`config.mk`:
```
export PLATFORM = sky130hd
export DESIGN_NAME = flash_cmd_seq
export DESIGN_NICKNAME = d
export VERILOG_FILES = /design/src/rtl/flash_cmd_seq.sv
export SDC_FILE = /design/constraint.sdc
export NUM_CORES = 1
export LEC_CHECK = 0
export ABC_AREA = 1
export CORE_MARGIN = 5
export CORE_UTILIZATION = 40
export CTS_BUF_LIST = sky130_fd_sc_hd__clkbuf_4 sky130_fd_sc_hd__clkbuf_8 sky130_fd_sc_hd__clkbuf_16
export CTS_CLUSTER_SIZE = 12
export DETAILED_ROUTE_END_ITERATION = 8
export DONT_BUFFER_PORTS = 1
export HOLD_SLACK_MARGIN = 0.08
export PLACE_DENSITY = 0.57
export SLEW_MARGIN = 40
export SYNTH_ARGS = -nofsm -noshare
export SYNTH_HDL_FRONTEND = slang
export SYNTH_SLANG_ARGS = --single-unit
```
`constraint.sdc`:
```
create_clock -name clk -period 6.3 [get_ports clk]
set_clock_uncertainty 0.1 [all_clocks]
set_input_delay 0.315 -clock clk [delete_from_list [all_inputs] [get_ports clk]]
set_output_delay 0.315 -clock clk [all_outputs]
set_load 0.02 [all_outputs]
```
`src/rtl/flash_cmd_seq.sv`:
```
module flash_cmd_seq #(
  parameter int NBANK     = 8,
  parameter int BUF_BYTES = 16
) (
  input  logic                         clk,
  input  logic                         rst_n,
  input  logic                         reg_we,
  input  logic [2:0]                   reg_idx,
  input  logic [31:0]                  reg_wdata,
  input  logic                         hb_we,
  input  logic [$clog2(BUF_BYTES)-1:0] hb_addr,
  input  logic [7:0]                   hb_wdata,
  output logic [7:0]                   hb_rdata,
  output logic                         busy,
  output logic [15:0]                  cmd_status,
  output logic                         irq_done,
  output logic                         irq_data_req,
  output logic                         irq_data_err,
  output logic [NBANK-1:0]             fl_cs_n,
  output logic                         fl_sck,
  output logic [7:0]                   fl_dq_o,
  output logic [7:0]                   fl_dq_oe,
  input  logic [7:0]                   fl_dq_i
);
  localparam int AW = $clog2(BUF_BYTES);
  localparam int CW = $clog2(BUF_BYTES + 64) + 1;

  typedef enum logic [2:0] {S_IDLE, S_PEND, S_OPC, S_ADR, S_DUM, S_DAT, S_FIN} st_t;
  st_t st;

  logic [31:0] w1, w2, w3, w4;
  logic [7:0]  opc, sh, rx;
  logic [47:0] adr;
  logic [2:0]  nab, bank, beat;
  logic [1:0]  clc, alc, dlc, lc;
  logic [5:0]  ndum;
  logic [CW-1:0] cnt, dlen;
  logic        half, dir_wr, done_req, rd_seq;
  logic [15:0] fin_stat;
  logic [7:0]  mem [BUF_BYTES];

  logic [6:0]  ty;
  logic [31:0] dcount;
  logic        trig, drive;
  logic [3:0]  lanes;
  logic [7:0]  lmask, in_bits;
  logic [2:0]  last;

  assign ty      = w1[6:0];
  assign dcount  = {w3[15:0], w2[31:16]};
  assign busy    = !(st == S_IDLE || st == S_PEND);
  assign trig    = reg_we && reg_idx == 3'd0 && !busy;
  assign lanes   = 4'd1 << lc;
  assign lmask   = ~(8'hFF << lanes);
  assign last    = 3'((4'd8 >> lc) - 4'd1);
  assign in_bits = (lc == 2'd0) ? {7'd0, fl_dq_i[1]} : (fl_dq_i & lmask);
  assign drive   = st == S_OPC || st == S_ADR || (st == S_DAT && dir_wr);
  assign fl_dq_oe = drive ? lmask : 8'd0;
  assign fl_dq_o  = !drive ? 8'd0 :
                    (lc == 2'd0) ? {7'd0, sh[7]} : ((sh >> (4'd8 - lanes)) & lmask);
  assign hb_rdata = mem[hb_addr];

  for (genvar i = 0; i < NBANK; i++) begin : g_cs
    assign fl_cs_n[i] = !((st == S_OPC || st == S_ADR || st == S_DUM || st == S_DAT) &&
                          bank == 3'(i));
  end

  function automatic logic [7:0] abyte(input logic [2:0] i);
    return adr[8*i +: 8];
  endfunction

  always_ff @(posedge clk) begin
    if (hb_we && !busy)
      mem[hb_addr] <= hb_wdata;
    else if (st == S_DAT && half && beat == last && !dir_wr)
      mem[cnt[AW-1:0]] <= rx;
  end

  always_ff @(posedge clk or negedge rst_n) begin
    if (!rst_n) begin
      st <= S_IDLE; w1 <= '0; w2 <= '0; w3 <= '0; w4 <= '0;
      opc <= '0; sh <= '0; rx <= '0; adr <= '0; nab <= '0; bank <= '0; beat <= '0;
      clc <= '0; alc <= '0; dlc <= '0; lc <= '0; ndum <= '0; cnt <= '0; dlen <= '0;
      half <= 1'b0; dir_wr <= 1'b0; done_req <= 1'b0; rd_seq <= 1'b0; fin_stat <= '0;
      cmd_status <= '0; irq_done <= 1'b0; irq_data_req <= 1'b0; irq_data_err <= 1'b0;
      fl_sck <= 1'b0;
    end else if (reg_we && !busy && reg_idx != 3'd0) begin
      case (reg_idx)
        3'd1: w1 <= reg_wdata;
        3'd2: w2 <= reg_wdata;
        3'd3: w3 <= reg_wdata;
        3'd4: w4 <= reg_wdata;
        default: ;
      endcase
    end else if (trig) begin
      cmd_status <= '0; irq_done <= 1'b0; irq_data_req <= 1'b0; irq_data_err <= 1'b0;
      done_req <= reg_wdata[0]; fin_stat <= 16'h8000; beat <= '0; half <= 1'b0;
      if ((ty == 7'd0 || ty == 7'd1) && st != S_PEND && w3[30:28] != 3'd7) begin
        opc <= w3[23:16]; adr <= {w3[7:0], w2, w1[31:24]}; nab <= w3[30:28];
        clc <= w4[9:8]; alc <= w4[1:0]; bank <= w4[14:12];
        ndum <= '0; dlen <= '0; rd_seq <= 1'b0;
        if (ty == 7'd0) begin
          st <= S_OPC; sh <= w3[23:16]; lc <= w4[9:8];
        end else
          st <= S_PEND;
      end else if (ty == 7'd127 && st == S_PEND) begin
        if (dcount > 32'(BUF_BYTES)) begin
          st <= S_FIN; fin_stat <= 16'hC002; irq_data_err <= 1'b1;
        end else begin
          dlen <= dcount[CW-1:0]; ndum <= w3[25:20]; dlc <= w4[9:8]; dir_wr <= w4[4];
          rd_seq <= !w4[4] && dcount != 0;
          st <= S_OPC; sh <= opc; lc <= clc;
        end
      end else begin
        st <= S_FIN; fin_stat <= 16'hC001;
      end
    end else if (st == S_FIN) begin
      st <= S_IDLE; cmd_status <= fin_stat; irq_done <= done_req;
      irq_data_req <= rd_seq && !fin_stat[14];
    end else if (busy) begin
      if (!half) begin
        fl_sck <= 1'b1; half <= 1'b1; rx <= (rx << lanes) | in_bits;
      end else begin
        fl_sck <= 1'b0; half <= 1'b0; beat <= beat + 3'd1; sh <= sh << lanes;
        if (beat == last) begin
          beat <= '0;
          case (st)
            S_OPC, S_ADR:
              if ((st == S_OPC && nab == 3'd0) || (st == S_ADR && cnt == '0)) begin
                if (ndum != 6'd0) begin
                  st <= S_DUM; cnt <= CW'(ndum); lc <= 2'd3;
                end else if (dlen != '0) begin
                  st <= S_DAT; cnt <= '0; lc <= dlc; sh <= mem[0];
                end else
                  st <= S_FIN;
              end else if (st == S_OPC) begin
                st <= S_ADR; cnt <= CW'(nab - 3'd1); sh <= abyte(nab - 3'd1); lc <= alc;
              end else begin
                cnt <= cnt - 1'b1; sh <= abyte(cnt[2:0] - 3'd1);
              end
            S_DUM:
              if (cnt == CW'(1)) begin
                if (dlen != '0) begin
                  st <= S_DAT; cnt <= '0; lc <= dlc; sh <= mem[0];
                end else
                  st <= S_FIN;
              end else
                cnt <= cnt - 1'b1;
            S_DAT:
              if (cnt == dlen - 1'b1)
                st <= S_FIN;
              else begin
                cnt <= cnt + 1'b1; sh <= mem[AW'(cnt + 1'b1)];
              end
            default: ;
          endcase
        end
      end
    end
  end

  a_r5_one_cs: assert property (@(posedge clk) disable iff (!rst_n) $onehot0(~fl_cs_n));
  a_r11_quiet_idle: assert property (@(posedge clk) disable iff (!rst_n)
    !busy |-> (&fl_cs_n && !fl_sck && fl_dq_oe == 8'd0));
  a_r12_dq_moves_low: assert property (@(posedge clk) disable iff (!rst_n)
    !$stable(fl_dq_o) |-> !fl_sck);
  a_r8_fail_has_cause: assert property (@(posedge clk) disable iff (!rst_n)
    cmd_status[14] |-> (cmd_status[15] && (|cmd_status[1:0])));
  a_r10_dreq_after_ok: assert property (@(posedge clk) disable iff (!rst_n)
    irq_data_req |-> (cmd_status[15] && !cmd_status[14]));
  a_r1_launch_clears: assert property (@(posedge clk) disable iff (!rst_n)
    $rose(busy) |-> (cmd_status == 16'd0 && !irq_done));
endmodule

```
Yosys cells after proc, flatten, opt, wreduce, memory -nomap -nowiden:

Memory sizes are Yosys's and may differ from the RTL's.
Index checks and enable logic that the tools add are counted.

* multiplexer cells: 96
* equality and inequality tests: 37
* magnitude comparators: 1
* bitwise gates (word level): 11
* reductions and logical operators: 82
* shifts and indexed selects: 8
* $add $sub $neg: 9

Operators by type and width (count)
* two-way mux 8 bit: 29
* indexed part select 48 x 7 -> 8 bit: 2
* two-way mux 16 bit: 4
* two-way mux 3 bit: 17
* case mux 8 bit (3 select lines): 2
* two-way mux 2 bit: 17
* greater-than comparator 32 x 5 -> 1 bit (second input constant): 1
* nonzero test 32 bit: 1
* == test 3 bit (second input constant): 8
* logical AND 1 bit: 24
* two-way mux 1 bit: 20
* == test 3 x 2 -> 1 bit (second input constant): 6
* two-way mux 6 bit: 3
* AND 8 bit: 2
* AND reduction 8 bit: 2
* left shift 8 x 4 -> 8 bit: 2
* subtractor 8 x 1 -> 8 bit (second input constant): 2
* two-way mux 15 bit: 1
* nonzero test 3 bit: 5
* zero test 1 bit: 12
* zero test 3 bit: 4
* AND reduction 2 bit: 6
* AND reduction 4 bit: 3
* AND reduction 11 bit: 1
* 41 further kinds: 70

* output and inout bits: 53
* input port bits: 59
* logic and storage cells: 274
* memories: 1
* memory bits (writable): 128
* bits in registers: 264

Memories
* mem: depth 16, width 8, read ports 3, clocked after Yosys merged registers in 0, wr ports 1, RTL line 40 `logic [7:0] mem [BUF_BYTES];`

Longest topological paths before layout:

Gate-level depths: netlist of run 1.

* word-level depth: 11
* depth in mapped cells: 19
* mapped depth without buffers: 17

Least setup slack after synthesis of run 1:

No wires, ideal clock.

* path kind: register to register
* start point: register lc[0]
* end point: memory mem[0][7] (data pin)
* setup slack: 3167 ps
* path buffers: 3
* clock period less this slack: 3133 ps
* setup time: 330 ps
* arrival: 2703 ps
* data required time: 5870 ps
* cell stages (with the launch flop): 13
* path through: dfrtp_1 -> buf_4 -> inv_1 -> nand2_1 -> ha_1 -> xnor2_1 -> a21oi_2 -> nand2_2 -> nor3_4 -> nand3_2 -> buf_6 -> clkbuf_1 -> o21ai_0

* cells in the longest elaborated chain, start to end: 10

Ends and longest elaborated chain
* from (decl): RTL line 35 `logic [1:0] clc, alc, dlc, lc;`
* from (signal assigned): RTL line 83 `clc <= '0; alc <= '0; dlc <= '0; lc <= '0; ndum <= '0; cnt <= '0; dlen <= '0;`
* from (signal assigned): RTL line 103 `st <= S_OPC; sh <= w3[23:16]; lc <= w4[9:8];`
* from (signal assigned): RTL line 112 `st <= S_OPC; sh <= opc; lc <= clc;`
* >> shifter 4 x 2 -> 3 bit: RTL line 55 `assign last = 3'((4'd8 >> lc) - 4'd1);`
* subtractor 3 x 1 -> 3 bit: RTL line 55
* == test 3 bit: RTL line 75 `else if (st == S_DAT && half && beat == last && !dir_wr)`
* logical AND 1 bit (2 in series): RTL line 75
* two-way mux 1 bit: RTL line 75
* two-way mux 1 bit: RTL line 73 `if (hb_we && !busy)`
* two-way mux 1 bit (not written as such): RTL line 76 `mem[cnt[AW-1:0]] <= rx;`
* OR reduction 8 bit (no line)
* two-way mux 8 bit (no line)
* to (decl): RTL line 40

Every way passes these cells.

Worst setup path in the final report of run 1:

* start point: register lc[0]
* end point: memory mem[13][3] (enable)

* cells in the longest elaborated chain, start to end: 10
* elaborated cells between the ends (all ways): 11
* classes of those cells: 1 x add/sub; 1 x eq/ne; 1 x shift; 5 x mux; 3 x reduce/logical

Ends and longest elaborated chain (RTL line)
* >> shifter 4 x 2 -> 3 bit (*): 55
* subtractor 3 x 1 -> 3 bit (*): 55
* == test 3 bit (*): 75
* logical AND 1 bit (*) (2 in series): 75
* two-way mux 1 bit (*): 75
* two-way mux 1 bit (*): 73
* two-way mux 1 bit (not written as such) (*): 76
* OR reduction 8 bit (no line)
* two-way mux 4 bit (no line) or two-way mux 1 bit (tied branches)

Every way passes the cells marked *; elsewhere a longest branch is shown, timed or not.

==> impl_metrics.xml, run 1 <==
<?xml version="1.0" encoding="UTF-8"?>
<metrics>
  <group name="run_status">
    <metric name="status" unit="">finished clean</metric>
  </group>
  <group name="synth">
    <metric name="postSynth.topFlopCell" unit="">sky130_fd_sc_hd__dfrtp_1</metric>
    <metric name="ys_top_cells_by_count" unit="">sky130_fd_sc_hd__nand2_1 (619), sky130_fd_sc_hd__o21ai_0 (323), sky130_fd_sc_hd__inv_1 (254), sky130_fd_sc_hd__dfrtp_1 (213), sky130_fd_sc_hd__nand3_1 (130)</metric>
    <metric name="netlist_area" unit="sq mm">0.0180</metric>
    <metric name="yosys.cell_types.count" unit="">53</metric>
    <metric name="syn_inst" unit="">2248</metric>
    <metric name="synth_sequential_area_ratio" unit="%">51.0</metric>
    <metric name="syn_area_per_cell" unit="sq um">8.01</metric>
    <metric name="synth_top_cell_by_area" unit="">sky130_fd_sc_hd__dfrtp_1</metric>
    <metric name="synth_top_cells_by_area" unit="">sky130_fd_sc_hd__dfrtp_1 (30%), sky130_fd_sc_hd__edfxtp_1 (21%), sky130_fd_sc_hd__nand2_1 (13%), sky130_fd_sc_hd__o21ai_0 (9.0%), sky130_fd_sc_hd__inv_1 (5.3%)</metric>
    <metric name="synth_most_common_cell" unit="">sky130_fd_sc_hd__nand2_1</metric>
    <metric name="synth_warnings" unit="">0</metric>
    <metric name="async_reset_ff_share" unit="%">62.5</metric>
    <metric name="synth.ff_latch_count" unit="">341</metric>
    <metric name="edff_count_synth" unit="">128</metric>
    <metric name="synthDominantCellAreaShare" unit="%">29.6</metric>
  </group>
  <group name="critical_path">
    <metric name="worstPathCellList" unit="">inv_1 -&gt; nand2_1 -&gt; ha_1 -&gt; xnor2_1 -&gt; a21oi_2 -&gt; nand2_2 -&gt; nor3_4 -&gt; nand3_2 -&gt; o21ai_1 -&gt; nand3_1 -&gt; nor2_1</metric>
    <metric name="worst-path-stages" unit="">11</metric>
    <metric name="setup.worst_path.start_class" unit="">flop</metric>
    <metric name="worst-endpoint-required" unit="ns">6.37</metric>
    <metric name="reg2reg_setup_slack" unit="ns">1.97</metric>
    <metric name="reg2reg_to" unit="">mem[13][3]$_DFFE_PP_</metric>
    <metric name="worstPathMaxFanout" unit="">24</metric>
    <metric name="critical_path.endpoint" unit="">mem[13][3]$_DFFE_PP_</metric>
    <metric name="critPathTopFamily" unit="">simple AND/OR/NAND/NOR gates</metric>
    <metric name="endpoint_kind" unit="">flop</metric>
    <metric name="arrival_time_at_the_worst_endpoint" unit="ns">4.40</metric>
    <metric name="slowest_stage" unit="">sky130_fd_sc_hd__nor2_1</metric>
    <metric name="setup.worst_path.start" unit="">lc[0]$_DFFE_PN0P_</metric>
    <metric name="timing_worst_setup_path_type" unit="">reg -&gt; reg</metric>
    <metric name="worst-r2r-cell-count" unit="">11</metric>
    <metric name="timing.rr.start" unit="">lc[0]$_DFFE_PN0P_</metric>
    <metric name="slowest_delay" unit="ns">0.68</metric>
    <metric name="crit_buf_inv" unit="">1</metric>
  </group>
  <group name="run">
    <metric name="max_cap_viol_count" unit="">0</metric>
  </group>
  <group name="sta">
    <metric name="setup-tns-final" unit="ns">0</metric>
    <metric name="report.final.hold_viol_count" unit="">0</metric>
    <metric name="slew_headroom" unit="%">45.0</metric>
    <metric name="max_freq" unit="GHz">0.231</metric>
    <metric name="report.final.slew_viol_count" unit="">0</metric>
    <metric name="timing.final.ws_setup" unit="ns">1.97</metric>
    <metric name="rsz0062_at_grt" unit="">false</metric>
    <metric name="final-setup-viol-count" unit="">0</metric>
    <metric name="final.period_utilization" unit="%">68.8</metric>
    <metric name="worst_pin_slew" unit="ns">0.822</metric>
    <metric name="finalWorstPathRequiredPeriod" unit="ns">4.33</metric>
  </group>
  <group name="worst_hold_path">
    <metric name="worst_hold_path_type" unit="">in -&gt; reg</metric>
  </group>
  <group name="clocking">
    <metric name="numCtsBuffers" unit="">41</metric>
    <metric name="worst_setup_hold_path_clk_slew" unit="ns">0.06</metric>
    <metric name="number_of_h_tree_levels" unit="">2</metric>
    <metric name="setup_bufs_post_cts" unit="">0</metric>
    <metric name="clock_tree.buffer_depth" unit="">3</metric>
    <metric name="cts_num_sinks" unit="">341</metric>
    <metric name="clock_tree_from_tritoncts" unit="">built</metric>
    <metric name="clock_tree.root_cell" unit="">sky130_fd_sc_hd__clkbuf_16</metric>
    <metric name="clkLatencyLatePin" unit="ns">0.56</metric>
  </group>
  <group name="die">
    <metric name="std_cell_rows" unit="">77</metric>
    <metric name="core_area" unit="sq mm">0.0444</metric>
    <metric name="num_io_pins" unit="">112</metric>
    <metric name="die_span_in_x" unit="um">222</metric>
    <metric name="die_y" unit="um">222</metric>
    <metric name="dieArea" unit="sq mm">0.0493</metric>
    <metric name="initial_core_util" unit="%">40.5</metric>
  </group>
  <group name="global_routing">
    <metric name="overflow" unit="">0</metric>
    <metric name="maximum_number_of_pins_on_one_net_before_global_route_repair" unit="">214</metric>
    <metric name="grt_first_pass_wirelength" unit="mm">87.0</metric>
    <metric name="global_route.usage.total" unit="%">22.1</metric>
    <metric name="first_global_vias" unit="">14691</metric>
    <metric name="antenna_found_initial" unit="">0</metric>
  </group>
  <group name="detailed_routing">
    <metric name="routed_wirelength" unit="mm">56.2</metric>
    <metric name="drt-wirelength-per-cell" unit="um">19.7</metric>
    <metric name="drtPass1Iterations" unit="">8</metric>
    <metric name="drtIter0Drc" unit="">1537</metric>
    <metric name="drt-vias-per-instance" unit="">5.45</metric>
    <metric name="vias" unit="">15571</metric>
    <metric name="drc" unit="">0</metric>
    <metric name="route.antenna.remaining_nets" unit="">0</metric>
  </group>
  <group name="finish">
    <metric name="final_core_util" unit="%">45.6</metric>
    <metric name="area_growth" unit="%">12.4</metric>
    <metric name="final_layout_size_suffix_gt1_share" unit="%">6.40</metric>
    <metric name="count_of_antenna_diodes_in_the_layout" unit="">0</metric>
    <metric name="layout.nets" unit="">2310</metric>
  </group>
  <group name="power_and_ir_drop">
    <metric name="peakVddDrop" unit="uV">259</metric>
    <metric name="leakage" unit="nW">9.05</metric>
    <metric name="power_density" unit="mW/mm^2">480</metric>
  </group>
  <group name="place">
    <metric name="place.detailed.hpwl" unit="mm">39.2</metric>
    <metric name="buffer_ports.inserted" unit="">0</metric>
    <metric name="routabilityCongestion" unit="">0.949</metric>
    <metric name="place_ws" unit="ns">2.01</metric>
  </group>
</metrics>
-- through the flow --
step	total power, mW	cell area [sq um]	std cells	hold slack (ns)
2_1_floorplan	6.09	18000	2259	-0.0806
3_3_place_gp	7.21	18300	2739	-0.0675
3_5_place_dp	7.25	18400	2739	-0.0688
4_1_cts	9.69	20200	2858	0.119
5_1_grt	10.4	20200	2859	0.0825
6_report	9.71	20200	2859	0.0850
-- placed cells by master (no fill, tap or decap), drive strengths merged, types with 3 or more instances in the layout --
master       instances
xnor2                3
nand2              629
xor2                 9
dfrtp              213
nand3b               6
nor3                12
edfxtp             128
nor2               135
mux2i                5
a32oi                4
a22oi                6
dlygate4sd3         45
ha                  14
o221ai              15
o211ai              26
nand4               12
o22ai               19
o21ai              344
o2111ai              4
clkbuf              50
buf                 12
a21oi              119
bufinv               3
conb                12
clkinvlp             5
nand3              133
inv                271
clkinv              19
-- how the worst min path moves through the flow --
stage,startpoint,to,slack (ns),depth (start not counted)
floorplan,rst_n,adr[0]$_DFFE_PN0P_,-0.08,0
finish,hb_wdata[0],mem[1][0]$_DFFE_PP_,0.08,2
detailed placement,rst_n,w1[26]$_DFFE_PN0P_,-0.07,0
CTS,hb_wdata[7],mem[3][7]$_DFFE_PP_,0.12,2
global placement,rst_n,w1[25]$_DFFE_PN0P_,-0.07,0
global route,hb_wdata[0],mem[1][0]$_DFFE_PP_,0.08,2
-- logic make-up after synthesis --
logic type	after synthesis	synth area share [%]
flops	341	51.0
other cells	1	0.0208
buf+inv	397	9.05
fa+ha+maj	14	0.973
mux	6	0.341
compound gates	545	16.4
simple gates	931	21.4
xor+xnor	13	0.813
-- layer usage --
layer,track usage [%],wire [um],vias up
li1,-,-,7397
met3,3.36,3520,100
met5,0,0,-
met2,38.7,28300,587
met1,28.7,23000,7487
met4,5.93,1470,0
-- power by group --
| part | switching, mW | internal (mW) |
|---|---|---|
| Sequential | 0.467 | 2.91 |
| Combinational | 2.79 | 1.18 |
| Clock | 0.968 | 1.40 |
| Total | 4.23 | 5.49 |
-- final cells by class --
type / count / area, sq um
Clock buffer: 50 / 1120
Clock inverter: 23 / 216
Fill cell: 4369 / 24200
Inverter: 275 / 1030
Multi-Input combinational cell: 1521 / 7360
Sequential cell: 341 / 9180
Tap cell: 592 / 741
Timing Repair Buffer: 57 / 584
-- repair_timing --
item | CTS | global route
endpoints found under the hold margin | 307 | 0
resized for setup | 0 | 0
hold buffers | 46 | 0
-- flip-flops by register name (all words and copies together), names as in the netlist, 3 cells and up --
signal	count
w3	29
mem	128
nab	3
w4	8
st	3
bank	3
w1	15
w2	32
fin_stat	4
sh	8
ndum	6
cmd_status	4
dlen	8
rx	8
opc	8
beat	3
cnt	8
adr	48
No activity file was read; power rests on OpenSTA's default activity.
==> run 2, diff against run 1 <==
==> constraint.sdc (replaced) <==
create_clock -name clk -period 4.1 [get_ports clk]
set_clock_uncertainty 0.1 [all_clocks]
set_input_delay 0.205 -clock clk [delete_from_list [all_inputs] [get_ports clk]]
set_output_delay 0.205 -clock clk [all_outputs]
set_load 0.02 [all_outputs]
==> impl_metrics.xml, run 2 (same netlist as run 1, synthesis figures left out) <==
<?xml version="1.0" encoding="UTF-8"?>
<metrics>
  <group name="run_status">
    <metric name="status" unit="">finished with violations</metric>
    <metric name="violated_checks" unit="">negative hold slack</metric>
  </group>
  <group name="sta">
    <metric name="report.final.slew_viol_count" unit="">0</metric>
    <metric name="report.final.hold_viol_count" unit="">213</metric>
    <metric name="final.period_utilization" unit="%">88.2</metric>
    <metric name="final-setup-viol-count" unit="">0</metric>
    <metric name="max_freq" unit="GHz">0.276</metric>
    <metric name="setup-tns-final" unit="ns">0</metric>
    <metric name="rsz0062_at_grt" unit="">false</metric>
    <metric name="finalWorstPathRequiredPeriod" unit="ns">3.62</metric>
    <metric name="worst_pin_slew" unit="ns">0.807</metric>
    <metric name="slew_headroom" unit="%">46.2</metric>
    <metric name="final.hold.worst_slack" unit="ns">-0.747</metric>
  </group>
  <group name="detailed_routing">
    <metric name="drt-vias-per-instance" unit="">5.30</metric>
    <metric name="drtIter0Drc" unit="">1277</metric>
    <metric name="drt-wirelength-per-cell" unit="um">18.9</metric>
    <metric name="routed_wirelength" unit="mm">54.7</metric>
    <metric name="vias" unit="">15352</metric>
    <metric name="route.antenna.remaining_nets" unit="">0</metric>
    <metric name="drtPass1Iterations" unit="">6</metric>
    <metric name="drc" unit="">0</metric>
  </group>
  <group name="clocking">
    <metric name="postCtsResizedCells" unit="">0</metric>
    <metric name="number_of_h_tree_levels" unit="">2</metric>
    <metric name="clock_tree.root_cell" unit="">sky130_fd_sc_hd__clkbuf_16</metric>
    <metric name="numCtsBuffers" unit="">39</metric>
    <metric name="clock_tree_from_tritoncts" unit="">built</metric>
    <metric name="clkLatencyLatePin" unit="ns">0.56</metric>
    <metric name="worst_setup_hold_path_clk_slew" unit="ns">0.06</metric>
    <metric name="ctsHoldBuffers" unit="">53</metric>
    <metric name="setup_bufs_post_cts" unit="">0</metric>
    <metric name="cts_num_sinks" unit="">341</metric>
    <metric name="clock_tree.buffer_depth" unit="">3</metric>
  </group>
  <group name="finish">
    <metric name="count_of_antenna_diodes_in_the_layout" unit="">0</metric>
    <metric name="finalNonFillerCells" unit="">2894</metric>
    <metric name="layout.nets" unit="">2346</metric>
    <metric name="n_fill_cell" unit="">4408</metric>
    <metric name="area_growth" unit="%">13.2</metric>
    <metric name="reg_top3" unit="">mem x128, adr x48, w2 x32</metric>
    <metric name="largest_reg_flops" unit="">128</metric>
    <metric name="most-common-layout-cells" unit="">sky130_fd_sc_hd__nand2_1 (617), sky130_fd_sc_hd__o21ai_0 (315), sky130_fd_sc_hd__inv_1 (253)</metric>
    <metric name="mostFrequentLayoutCell" unit="">sky130_fd_sc_hd__nand2_1</metric>
    <metric name="final_layout_size_suffix_gt1_share" unit="%">7.21</metric>
    <metric name="top_register" unit="">mem</metric>
    <metric name="final_core_util" unit="%">45.9</metric>
  </group>
  <group name="power_and_ir_drop">
    <metric name="power_density" unit="mW/mm^2">726</metric>
    <metric name="power.internal" unit="mW">8.49</metric>
    <metric name="clock_share_of_power" unit="%">23.9</metric>
    <metric name="p_sw" unit="mW">6.29</metric>
    <metric name="leakage" unit="nW">9.20</metric>
    <metric name="peakVddDrop" unit="uV">432</metric>
    <metric name="switching_share" unit="%">42.6</metric>
    <metric name="comb_power_share" unit="%">41.0</metric>
    <metric name="power_frac_seq" unit="%">35.1</metric>
  </group>
  <group name="place">
    <metric name="buffer_ports.inserted" unit="">0</metric>
    <metric name="place.detailed.hpwl" unit="mm">38.3</metric>
    <metric name="inst_count_dp" unit="">2771</metric>
    <metric name="routabilityCongestion" unit="">0.887</metric>
  </group>
  <group name="critical_path">
    <metric name="slowest_delay" unit="ns">0.58</metric>
    <metric name="endpoint_kind" unit="">flop</metric>
    <metric name="worst-endpoint-required" unit="ns">4.18</metric>
    <metric name="slowest_stage" unit="">sky130_fd_sc_hd__nor2_1</metric>
    <metric name="setup.worst_path.start_class" unit="">flop</metric>
    <metric name="timing.rr.start" unit="">lc[0]$_DFFE_PN0P_</metric>
    <metric name="critPathTopFamily" unit="">simple AND/OR/NAND/NOR gates</metric>
    <metric name="worstPathCellList" unit="">inv_1 -&gt; nand2_1 -&gt; ha_1 -&gt; xnor2_1 -&gt; a21oi_2 -&gt; nand2_2 -&gt; nor3_4 -&gt; nand3_2 -&gt; o21ai_1 -&gt; nand3_1 -&gt; nor2_1</metric>
    <metric name="worstPathMaxFanout" unit="">9</metric>
    <metric name="setup.worst_path.start" unit="">lc[0]$_DFFE_PN0P_</metric>
    <metric name="arrival_time_at_the_worst_endpoint" unit="ns">3.70</metric>
    <metric name="timing_worst_setup_path_type" unit="">reg -&gt; reg</metric>
    <metric name="crit_buf_inv" unit="">1</metric>
  </group>
  <group name="worst_hold_path">
    <metric name="worst_hold_path_type" unit="">in -&gt; async</metric>
  </group>
  <group name="global_routing">
    <metric name="global_route.usage.total" unit="%">21.7</metric>
    <metric name="grt_first_pass_wirelength" unit="mm">85.7</metric>
    <metric name="maximum_number_of_pins_on_one_net_before_global_route_repair" unit="">214</metric>
    <metric name="antenna_found_initial" unit="">0</metric>
    <metric name="overflow" unit="">0</metric>
    <metric name="first_global_vias" unit="">14863</metric>
  </group>
  <group name="run">
    <metric name="max_cap_viol_count" unit="">0</metric>
  </group>
  <group name="die">
    <metric name="num_io_pins" unit="">112</metric>
    <metric name="die_span_in_x" unit="um">222</metric>
    <metric name="dieArea" unit="sq mm">0.0493</metric>
    <metric name="core_area" unit="sq mm">0.0444</metric>
    <metric name="std_cell_rows" unit="">77</metric>
    <metric name="initial_core_util" unit="%">40.5</metric>
    <metric name="die_y" unit="um">222</metric>
  </group>
</metrics>
run 2: cell types whose count changed in the layout (fill, tap and decap cells not counted), moves of 2 or more:
cell	delta
sky130_fd_sc_hd__clkbuf_16	-3
sky130_fd_sc_hd__o21ai_1	+8
sky130_fd_sc_hd__clkinv_4	-2
sky130_fd_sc_hd__o21ai_4	-8
sky130_fd_sc_hd__dlygate4sd3_1	+8
sky130_fd_sc_hd__buf_16	-2
sky130_fd_sc_hd__clkinvlp_4	-3
sky130_fd_sc_hd__clkbuf_8	+4
sky130_fd_sc_hd__buf_4	+31
sky130_fd_sc_hd__clkbuf_4	+3
sky130_fd_sc_hd__clkinv_1	-3
run 2: stage by stage:
stage                     area [sq um]  power (mW)  worst slack (ns)
after CTS                        20400        14.8             0.522
after global routing             20400        15.8             0.206
after floorplan                  18000        9.36             0.967
after detailed placement         18500        11.2             0.529
after global placement           18500        11.1             0.655
final                            20400        14.8             0.482
run 2: cell type report:
| cell class | count | area [sq um] | share of cell area [%] |
|---|---|---|---|
| well taps | 592 | 741 | 3.64 |
| repair buffers | 95 | 862 | 4.23 |
| clock inverters | 16 | 178 | 0.872 |
| flip-flops and latches | 341 | 9180 | 45.0 |
| clock buffers | 54 | 1130 | 5.53 |
| multi-input cells | 1521 | 7260 | 35.6 |
| inverters | 275 | 1030 | 5.07 |
run 2: power by group through the flow:
stage                     logic (mW)  clock network [mW]  registers (mW)
final                           6.06                3.53            5.19
after global routing            6.77                3.77            5.31
after CTS                       6.01                3.61            5.19
after detailed placement        5.93                   0            5.25
after global placement          5.86                   0            5.23
after floorplan                 4.40                   0            4.95
run 2: routing by layer:
metal	up-vias	part of all wire [%]	global-route usage, %
met1	7372	43	28.1
met3	93	4.5	2.77
met2	439	50	37.9
met4	0	3.1	7.02
li1	7448	-	-
met5	-	0	0
run 2: final timing paths:
| kind | to | cells past startpoint | slack, ns |
|---|---|---|---|
| min in group clk | w2[13]$_DFFE_PN0P_ | 3 | 0.11 |
| worst min-delay path | w1[26]$_DFFE_PN0P_ | 0 | -0.75 |
| worst max register to register | mem[1][2]$_DFFE_PP_ | 11 | 0.48 |
| max in group asynchronous | sh[5]$_DFFE_PN0P_ | 0 | 4.29 |
| worst min register to register | fin_stat[15]$_DFFE_PN0P_ | 2 | 0.35 |
| worst max-delay path | mem[1][2]$_DFFE_PP_ | 11 | 0.48 |
